$ cat config.mk
export PLATFORM = sky130hd
export DESIGN_NAME = dram_chan_norm
export DESIGN_NICKNAME = d
export VERILOG_FILES = /design/src/rtl/dcn_pkg.sv /design/src/rtl/dcn_chan_sel.sv /design/src/rtl/dcn_offset_sel.sv /design/src/rtl/dcn_squeeze.sv /design/src/rtl/dram_chan_norm.sv
export SDC_FILE = /design/constraint.sdc
export NUM_CORES = 1
export LEC_CHECK = 0
export BUFFER_PORTS_ARGS = -buffer_cell sky130_fd_sc_hd__buf_4
export CAP_MARGIN = 20
export CORE_AREA = 2 2 181 183
export CTS_CLUSTER_SIZE = 12
export DETAILED_ROUTE_END_ITERATION = 8
export DIE_AREA = 0 0 183 185
export HOLD_SLACK_MARGIN = 0.1
export SETUP_SLACK_MARGIN = 0.02
export SLEW_MARGIN = 10
export SYNTH_ARGS = -nofsm -noshare
export SYNTH_HDL_FRONTEND = slang
export SYNTH_SLANG_ARGS = --single-unit
$ cat constraint.sdc
create_clock -name clk_i -period 10 [get_ports clk_i]
set_clock_uncertainty 0.1 [all_clocks]
set_input_delay 3 -clock clk_i [delete_from_list [all_inputs] [get_ports clk_i]]
set_output_delay 3 -clock clk_i [all_outputs]
set_load 0.02 [all_outputs]
$ cat src/rtl/dcn_pkg.sv
package dcn_pkg;
  // which single bit the channel-interleave squeeze removes
  typedef enum logic [1:0] {
    RM_NONE = 2'd0,
    RM_B6   = 2'd1,
    RM_B9   = 2'd2,
    RM_B12  = 2'd3
  } rm_e;

  function automatic logic parity5(input logic [4:0] v);
    return ^v;
  endfunction
endpackage

$ cat src/rtl/dcn_chan_sel.sv
module dcn_chan_sel
  import dcn_pkg::*;
#(
  parameter int ADDR_W      = 40,
  parameter int NODE_BITS_W = 2
) (
  input  logic [ADDR_W-1:0]      addr_i,
  input  logic [NODE_BITS_W-1:0] node_bits_i,
  input  logic                   gang_en_i,
  input  logic                   hi_rng_en_i,
  input  logic                   hi_chan_i,
  input  logic                   ilv_en_i,
  input  logic [1:0]             ilv_mode_i,
  input  logic [ADDR_W-28:0]     sel_base_i,
  output logic                   hi_sel_o,
  output logic                   chan_o,
  output rm_e                    rm_o
);
  localparam int NODE_VARIANTS = 1 << NODE_BITS_W;

  logic [ADDR_W-1:0] sel_base_addr;
  logic [NODE_VARIANTS-1:0] page_bit;

  assign sel_base_addr = {sel_base_i, 27'd0};
  assign hi_sel_o = hi_rng_en_i && !gang_en_i && (addr_i >= sel_base_addr);

  for (genvar n = 0; n < NODE_VARIANTS; n++) begin : g_page
    assign page_bit[n] = addr_i[12+n];
  end

  always_comb begin
    if (gang_en_i)                      chan_o = addr_i[3];
    else if (hi_sel_o)                  chan_o = hi_chan_i;
    else if (ilv_en_i && ilv_mode_i == 2'd0) chan_o = addr_i[6];
    else if (ilv_en_i && ilv_mode_i[1])
      chan_o = (ilv_mode_i[0] ? addr_i[9] : addr_i[6]) ^ parity5(addr_i[20:16]);
    else if (ilv_en_i)                  chan_o = page_bit[node_bits_i];
    else if (hi_rng_en_i)               chan_o = ~hi_chan_i;
    else                                chan_o = 1'b0;
  end

  always_comb begin
    rm_o = RM_NONE;
    if (ilv_en_i && !hi_sel_o && !gang_en_i) begin
      if (!ilv_mode_i[0])          rm_o = RM_B6;
      else if (ilv_mode_i == 2'd1) rm_o = RM_B12;
      else                         rm_o = RM_B9;
    end
  end
endmodule

$ cat src/rtl/dcn_offset_sel.sv
module dcn_offset_sel #(
  parameter int ADDR_W      = 40,
  parameter int HOLE_BASE_W = 8,
  parameter int HOLE_OFF_W  = 9
) (
  input  logic [ADDR_W-1:0]      addr_i,
  input  logic                   hi_sel_i,
  input  logic [ADDR_W-1:0]      range_base_i,
  input  logic                   hole_vld_i,
  input  logic [HOLE_BASE_W-1:0] hole_base_i,
  input  logic [HOLE_OFF_W-1:0]  hole_off_i,
  input  logic [ADDR_W-28:0]     sel_base_i,
  input  logic [ADDR_W-27:0]     sel_off_i,
  output logic [ADDR_W-1:0]      off_o
);
  localparam int HOLE_PAD = ADDR_W - HOLE_OFF_W - 23;
  localparam int HB_PAD   = ADDR_W - HOLE_BASE_W - 24;

  logic [ADDR_W-1:0] hole_off_addr, hole_base_addr, sel_base_addr, sel_off_addr;
  logic              above_4g, hole_applies;

  assign hole_off_addr  = {{HOLE_PAD{1'b0}}, hole_off_i, 23'd0};
  assign hole_base_addr = {{HB_PAD{1'b0}}, hole_base_i, 24'd0};
  assign sel_base_addr  = {sel_base_i, 27'd0};
  assign sel_off_addr   = {sel_off_i, 26'd0};
  assign above_4g       = |addr_i[ADDR_W-1:32];
  assign hole_applies   = hole_vld_i && above_4g;

  always_comb begin
    if (hi_sel_i)
      off_o = (hole_applies && (sel_base_addr < hole_base_addr)) ? hole_off_addr : sel_off_addr;
    else
      off_o = hole_applies ? hole_off_addr : range_base_i;
  end
endmodule

$ cat src/rtl/dcn_squeeze.sv
module dcn_squeeze
  import dcn_pkg::*;
#(
  parameter int ADDR_W      = 40,
  parameter int NODE_BITS_W = 2
) (
  input  logic [ADDR_W-1:0]      addr_i,
  input  logic [NODE_BITS_W-1:0] node_bits_i,
  input  rm_e                    rm_i,
  output logic [ADDR_W-1:0]      addr_o
);
  localparam int NODE_VARIANTS = 1 << NODE_BITS_W;

  logic [ADDR_W-1:0] node_v [NODE_VARIANTS];
  logic [ADDR_W-1:0] node_addr;

  for (genvar n = 0; n < NODE_VARIANTS; n++) begin : g_node
    assign node_v[n] = ((addr_i >> (12 + n)) << 12) | {{(ADDR_W-12){1'b0}}, addr_i[11:0]};
  end
  assign node_addr = node_v[node_bits_i];

  function automatic logic [ADDR_W-1:0] drop_bit(input logic [ADDR_W-1:0] v, input int k);
    logic [ADDR_W-1:0] low_mask;
    low_mask = (ADDR_W'(1) << k) - ADDR_W'(1);
    return ((v >> (k + 1)) << k) | (v & low_mask);
  endfunction

  always_comb begin
    unique case (rm_i)
      RM_B6:   addr_o = drop_bit(node_addr, 6);
      RM_B9:   addr_o = drop_bit(node_addr, 9);
      RM_B12:  addr_o = drop_bit(node_addr, 12);
      default: addr_o = node_addr;
    endcase
  end

  // squeezing never grows the address and never touches bits 5:0
  always_comb begin
    p_no_grow_r10: assert (addr_o <= addr_i);
    p_low_keep_r11: assert (addr_o[5:0] == addr_i[5:0]);
  end
endmodule

$ cat src/rtl/dram_chan_norm.sv
module dram_chan_norm
  import dcn_pkg::*;
#(
  parameter int ADDR_W      = 40,
  parameter int HOLE_BASE_W = 8,
  parameter int HOLE_OFF_W  = 9,
  parameter int NODE_BITS_W = 2
) (
  input  logic                   clk_i,
  input  logic                   rst_ni,
  input  logic                   req_valid_i,
  input  logic [ADDR_W-1:0]      addr_i,
  input  logic [ADDR_W-1:0]      range_base_i,
  input  logic                   hole_vld_i,
  input  logic [HOLE_BASE_W-1:0] hole_base_i,
  input  logic [HOLE_OFF_W-1:0]  hole_off_i,
  input  logic [NODE_BITS_W-1:0] node_bits_i,
  input  logic                   gang_en_i,
  input  logic                   hi_rng_en_i,
  input  logic                   hi_chan_i,
  input  logic                   ilv_en_i,
  input  logic [1:0]             ilv_mode_i,
  input  logic [ADDR_W-28:0]     sel_base_i,
  input  logic [ADDR_W-27:0]     sel_off_i,
  output logic                   out_valid_o,
  output logic                   chan_o,
  output logic [ADDR_W-1:0]      chan_addr_o
);
  logic              hi_sel, chan_c;
  rm_e               rm_c;
  logic [ADDR_W-1:0] off_c;

  logic                   s1_valid, s1_chan, s1_hi, s1_gang;
  logic [ADDR_W-1:0]      s1_addr, s1_off;
  logic [NODE_BITS_W-1:0] s1_node;
  rm_e                    s1_rm;
  logic [ADDR_W-1:0]      sub_addr, sq_addr;

  dcn_chan_sel #(.ADDR_W(ADDR_W), .NODE_BITS_W(NODE_BITS_W)) u_chan (
    .addr_i(addr_i), .node_bits_i(node_bits_i), .gang_en_i(gang_en_i),
    .hi_rng_en_i(hi_rng_en_i), .hi_chan_i(hi_chan_i), .ilv_en_i(ilv_en_i),
    .ilv_mode_i(ilv_mode_i), .sel_base_i(sel_base_i),
    .hi_sel_o(hi_sel), .chan_o(chan_c), .rm_o(rm_c)
  );

  dcn_offset_sel #(.ADDR_W(ADDR_W), .HOLE_BASE_W(HOLE_BASE_W), .HOLE_OFF_W(HOLE_OFF_W)) u_off (
    .addr_i(addr_i), .hi_sel_i(hi_sel), .range_base_i(range_base_i),
    .hole_vld_i(hole_vld_i), .hole_base_i(hole_base_i), .hole_off_i(hole_off_i),
    .sel_base_i(sel_base_i), .sel_off_i(sel_off_i), .off_o(off_c)
  );

  // stage 1: decisions
  always_ff @(posedge clk_i or negedge rst_ni) begin
    if (!rst_ni) begin
      s1_valid <= 1'b0;
      s1_chan  <= 1'b0;
      s1_hi    <= 1'b0;
      s1_gang  <= 1'b0;
      s1_addr  <= '0;
      s1_off   <= '0;
      s1_node  <= '0;
      s1_rm    <= RM_NONE;
    end else begin
      s1_valid <= req_valid_i;
      if (req_valid_i) begin
        s1_chan <= chan_c;
        s1_hi   <= hi_sel;
        s1_gang <= gang_en_i;
        s1_addr <= addr_i;
        s1_off  <= off_c;
        s1_node <= node_bits_i;
        s1_rm   <= rm_c;
      end
    end
  end

  assign sub_addr = s1_addr - s1_off;

  dcn_squeeze #(.ADDR_W(ADDR_W), .NODE_BITS_W(NODE_BITS_W)) u_sq (
    .addr_i(sub_addr), .node_bits_i(s1_node), .rm_i(s1_rm), .addr_o(sq_addr)
  );

  // stage 2: normalized result
  always_ff @(posedge clk_i or negedge rst_ni) begin
    if (!rst_ni) begin
      out_valid_o <= 1'b0;
      chan_o      <= 1'b0;
      chan_addr_o <= '0;
    end else begin
      out_valid_o <= s1_valid;
      if (s1_valid) begin
        chan_o      <= s1_chan;
        chan_addr_o <= sq_addr;
      end
    end
  end

  p_valid_pipe_r12: assert property (@(posedge clk_i) disable iff (!rst_ni)
    s1_valid |=> out_valid_o);
  p_no_spurious_r12: assert property (@(posedge clk_i) disable iff (!rst_ni)
    !s1_valid |=> !out_valid_o);
  p_out_hold_r12: assert property (@(posedge clk_i) disable iff (!rst_ni)
    !s1_valid |=> ($stable(chan_addr_o) && $stable(chan_o)));
  p_hi_not_gang_r1: assert property (@(posedge clk_i) disable iff (!rst_ni)
    s1_valid |-> !(s1_hi && s1_gang));
endmodule

======== After elaboration in Yosys (flattened, before gate mapping) ========
Index checks and enable logic that the tools add are counted.
cells by class
  muxes and demuxes ....................... 19
  order comparisons ....................... 4
  bitwise logic cells ..................... 10
  equal/unequal tests ..................... 4
  reduce and logical (&&, ||, !) cells .... 13
  $add $sub $neg .......................... 1
operators by type and width
  kind                  number
  $mux W40              5
  $pmux W40 S3          1
  $bmux W40 S2          1
  $or A39 B12 Y39       2
  $ge A40 B40 Y1        1
  $lt A40 B32 Y1        1
  $or A40 B12 Y40       1
  $sub A40 B40 Y40      1
  $or A39 B6 Y39        1
  $or A39 B9 Y39        1
  $or A38 B12 Y38       1
  $or A37 B12 Y37       1
  $mux W1               9
  $logic_and A1 B1 Y1   8
  $reduce_or A8 Y1      1
  $reduce_xor A5 Y1     1
  $eq A2 B1 Y1 const B  2
  $eq A2 B2 Y1 const B  2
  $mux W2               2
  $ge A3 B3 Y1 const B  1
  $lt A2 B3 Y1 const B  1
  $not A2 Y3            1
  $bmux W1 S2           1
  $logic_not A1 Y1      2
  other kinds (3)       3
word-level totals
  output and inout port bits .............. 42
  logic and storage cells ................. 60
  input port bits ......................... 136
  bits in registers ....................... 128

======== Longest topological paths before layout ========
  word-level depth ........................ 7
  gate-level depth with buffers ........... 13

======== Cells and area by module ========
A second synthesis with hierarchy kept.
second synthesis, totals
  cells, all modules ...................... 1,033
  area total of the unflattened synthesis .. 9,718.1 um2
by module, submodules not included
  module          area an instance (um2)  seq. area each (um2)  cells an instance  times used
  dram_chan_norm  7,115.6                 3,203.1               702                1
  dcn_squeeze     1,121.1                 0.0                   134                1
  dcn_offset_sel  858.3                   0.0                   111                1
  dcn_chan_sel    623.1                   0.0                   86                 1

======== Worst setup path after synthesis ========
OpenSTA, ideal clock, no wires.
  kind .................................... input to register
  start point ............................. input addr_i[16]
  end point ............................... register s1_off[23]
  cell stages on the path ................. 12
  path buffers ............................ 0
  arrival ................................. 5,364 ps
  slack ................................... 4,459 ps
  required time ........................... 9,823 ps
  cells stage by stage .................... inv_1 ha_1 nor4b_1 nand3_1 o31ai_1 a21o_1 a21oi_1 or3_1 a31oi_2 mux2i_1 a22oi_1 a21oi_1
between the ends
  cells in the longest elaborated chain, start to end .. 3
ends and longest elaborated chain
  what                    RTL line              RTL
  start: declaration      dram_chan_norm.sv:12  input logic [ADDR_W-1:0] addr_i,
  $ge A40 B40 Y1          dcn_chan_sel.sv:25    assign hi_sel_o = hi_rng_en_i && !gang_en_i && (addr_i >= sel_base_addr);
  $logic_and A1 B1 Y1     dcn_chan_sel.sv:25
  $mux W40                dcn_offset_sel.sv:30  if (hi_sel_i)
  end signal: assignment  dram_chan_norm.sv:60  s1_off <= '0;
  end signal: assignment  dram_chan_norm.sv:70  s1_off <= off_c;
  end: declaration        dram_chan_norm.sv:34  logic [ADDR_W-1:0] s1_addr, s1_off;
No other way between the ends.
A chain may end at the register's enable or synchronous reset.

======== Final worst setup path ========
  start point ............................. input addr_i[3]
  end point ............................... register s1_off[25]
The elaborated chain is that of the path after synthesis.

==> impl_metrics.yaml <==
route:
  dr_total_vias: 8192
  dr.pass1.iters: 5
  postRouteAntennaNets: 0
  drt_wl_total_um: 27900
  first_iter_violations: 406
  wire_per_inst_um: 17.4
  vias_per_cell: 5.11
  drc: 0
setup_path:
  cp_cell_sequence: "buf_4 -> nor4_1 -> nand4_1 -> o31ai_1 -> a21o_1 -> a21oi_1 -> or3_1 -> a31oi_2 -> buf_4 -> mux2i_1 -> a22oi_1 -> a21oi_1"
  crit_required_ps: 10240
  crit_start: "addr_i[3]"
  start_kind: "input port"
  r2r_start: "s1_off[0]"
  crit_type: "input port to flip-flop"
  cp_num_buf_inv: 2
  critPathMaxStageDelay_ps: 600
  arrival_ps: 6370
  crit_slowest_cell: "nor4_1"
  end_kind: "flip-flop"
  path_max_fanout: 27
  crit_family: "compound AO/OA/AOI/OAI gates"
timing:
  slew_viol_final: 0
  finalSetupTns_ps: 0
  finalHoldViolations: 0
  setup_viol_count_final: 0
  worstMarginPinSlew_ps: 1020
  holdWs_ps: 385
  rsz0062_at_grt: "false"
  relSlewSlack_pct: 31.9
  finalCriticalPeriod_ps: 6120
  fmax_mhz: 163
  timing.final.crit_share_pct: 61.2
synth:
  synthTopCellsByArea: "dfrtp_1 (35%), ha_1 (8.1%), mux2_2 (5.7%)"
  syn_inst: 1036
  synth_area_leader_cell: "dfrtp_1"
  yosysSeqAreaShare_pct: 35.1
  synth_top_area_share_pct: 35.1
  synth-seq-cells: 128
  syn_area_um2: 9120
  yosysMostFrequentCell: "dfrtp_1"
  synth_edf_count: 0
  synthArstFlopShare_pct: 100
  ys.flop_type: "dfrtp_1"
  yosysUniqueCellTypes: 70
  ys.warnings.count: 0
  synth_fp_nets: 1232
  synth_area_per_cell_um2: 8.81
  synth.top_cells.by_count: "dfrtp_1 (128), nand2_1 (89), nor2_1 (88)"
clock_tree:
  clk_pin_slew_ps: 60
  cts_root_buffer: "clkbuf_16"
  cts.sinks: 128
  worstSkewPairLatency_ps: 420
  cts_buffer_depth: 2
  post-cts-setup-buffers: 0
  cts_resized: 0
  h-tree-depth: 4
  cts_hold_buffers: 0
  tritoncts: "done"
  cts_buffers: 17
power:
  power.density_nw_per_um2: 200
  p_leak_uw: 0.00517
  peakVddDrop_mv: 0.0832
grt:
  track_usage_pct: 16.8
  grt_max_degree: 96
  antenna_found_initial: 1
  grt_first_pass_wirelength_um: 44800
  grt-ovfl-total: 0
  grt_pass1_vias: 8223
placed_design:
  dp_hpwl_um: 21900
  gp_congestion: 0.834
  place.port_buffers: 177
floorplan:
  start_util_pct: 28.5
  die_area_um2: 33900
  die_w_um: 183
  fp.coreArea_um2: 32000
  pin_count: 178
  placementRows: 66
  dieHeight_um: 185
flow_run:
  drv_cap: 0
min_path:
  hp-start: "chan_addr_o[13]"
  hold_class: "flip-flop to flip-flop"
cells_and_area:
  area_growth_pct: 24.8
  nNetsFinal: 1376
  drive_gt1_share_pct: 24.1
  nFillCells: 3347
outcome:
  status: "complete, no violations"
## worst register-to-register path, stage by stage (launching register included)
cell       delay (ps)
dfrtp_1           410
ha_1              220
fa_1              410
nand2b_1          180
a21oi_1           290
o21ai_0           260
a31oi_1           440
a21oi_1           180
mux2_2            320
nor2_1            230
nor2_1             60
a2111oi_0         440
nor4_1            110
## stage by stage
| stage | util, % | instance area, um2 | setup WS (ps) | std cells | total power (uW) |
|---|---|---|---|---|---|
| 6_report | 35.5 | 11400 | 3880 | 1602 | 2280 |
| 5_1_grt | 35.5 | 11400 | 3760 | 1602 | 2430 |
| 4_1_cts | 35.5 | 11400 | 3850 | 1600 | 2290 |
| 3_5_place_dp | 33.6 | 10800 | 3430 | 1568 | 1650 |
| 3_3_place_gp | 33.6 | 10800 | 3490 | 1568 | 1640 |
| 2_1_floorplan | - | 9120 | 4460 | 1036 | 1310 |
## cell usage in the layout, fill, tap and decap left out, types with 14 or more instances in the layout
cell,n
o21ai_0,64
ha_1,59
nand3_1,44
mux2_2,46
nand2_1,89
a31oi_1,23
a21o_1,27
nand4_1,18
dfrtp_1,128
mux4_2,14
xnor2_1,26
inv_1,83
buf_4,184
nor2_1,88
a21oi_1,68
xor2_1,17
clkbuf_16,17
## cells by family after synthesis
group                    after synthesis  synth area share [%]
AND/OR/NAND/NOR                      300                  15.2
AO/OA/AOI/OAI                        287                  20.6
buffers and inverters                145                  6.10
flip-flops                           128                  35.1
multiplexers                          73                  10.6
adder cells (fa/ha/maj)               60                  8.31
XOR/XNOR                              43                  4.13
## routing by layer
metal	up-vias	track usage [%]	wire length (um)
li1	4035	-	-
met1	3882	24.3	13900
met2	249	25.2	12000
met3	26	3.74	1600
met4	0	4.80	476
met5	-	0	0
## final cells by class
| class | instances | area (um2) | share of cell area, % |
|---|---|---|---|
| tap | 408 | 510 | 4.48 |
| inverter | 86 | 323 | 2.83 |
| antenna | 1 | 2.50 | 0.0220 |
| multi-input combinational | 763 | 5370 | 47.1 |
| sequential | 128 | 3200 | 28.1 |
| clock inverter | 12 | 133 | 1.16 |
| clock buffer | 20 | 467 | 4.10 |
| timing repair buffer | 184 | 1380 | 12.1 |
## flip-flops by register name, summed over array words and instances, names as in the netlist, 2 cells and up
| signal | count |
|---|---|
| s1_node | 2 |
| s1_rm | 2 |
| chan_addr_o | 40 |
| s1_off | 40 |
| s1_addr | 40 |
## report_power, final
group          switching, uW  internal, uW  leakage (uW)  total, uW
logic                    555           411       0.00335        967
registers               59.9           614       0.00154        674
clock network            249           388      0.000289        636
## path summary, 6_finish.rpt
kind | to | slack, ps | cells past startpoint
setup / recovery | s1_off[25] | 3880 | 12
hold / removal | chan_addr_o[13] | 390 | 1
setup reg to reg | chan_addr_o[37] | 6210 | 12
hold reg to reg | chan_addr_o[13] | 390 | 1
max in group asynchronous | s1_off[29] | 5810 | 2
min in group asynchronous | out_valid_o | 2560 | 1
Power figures use the tool's default switching activity.
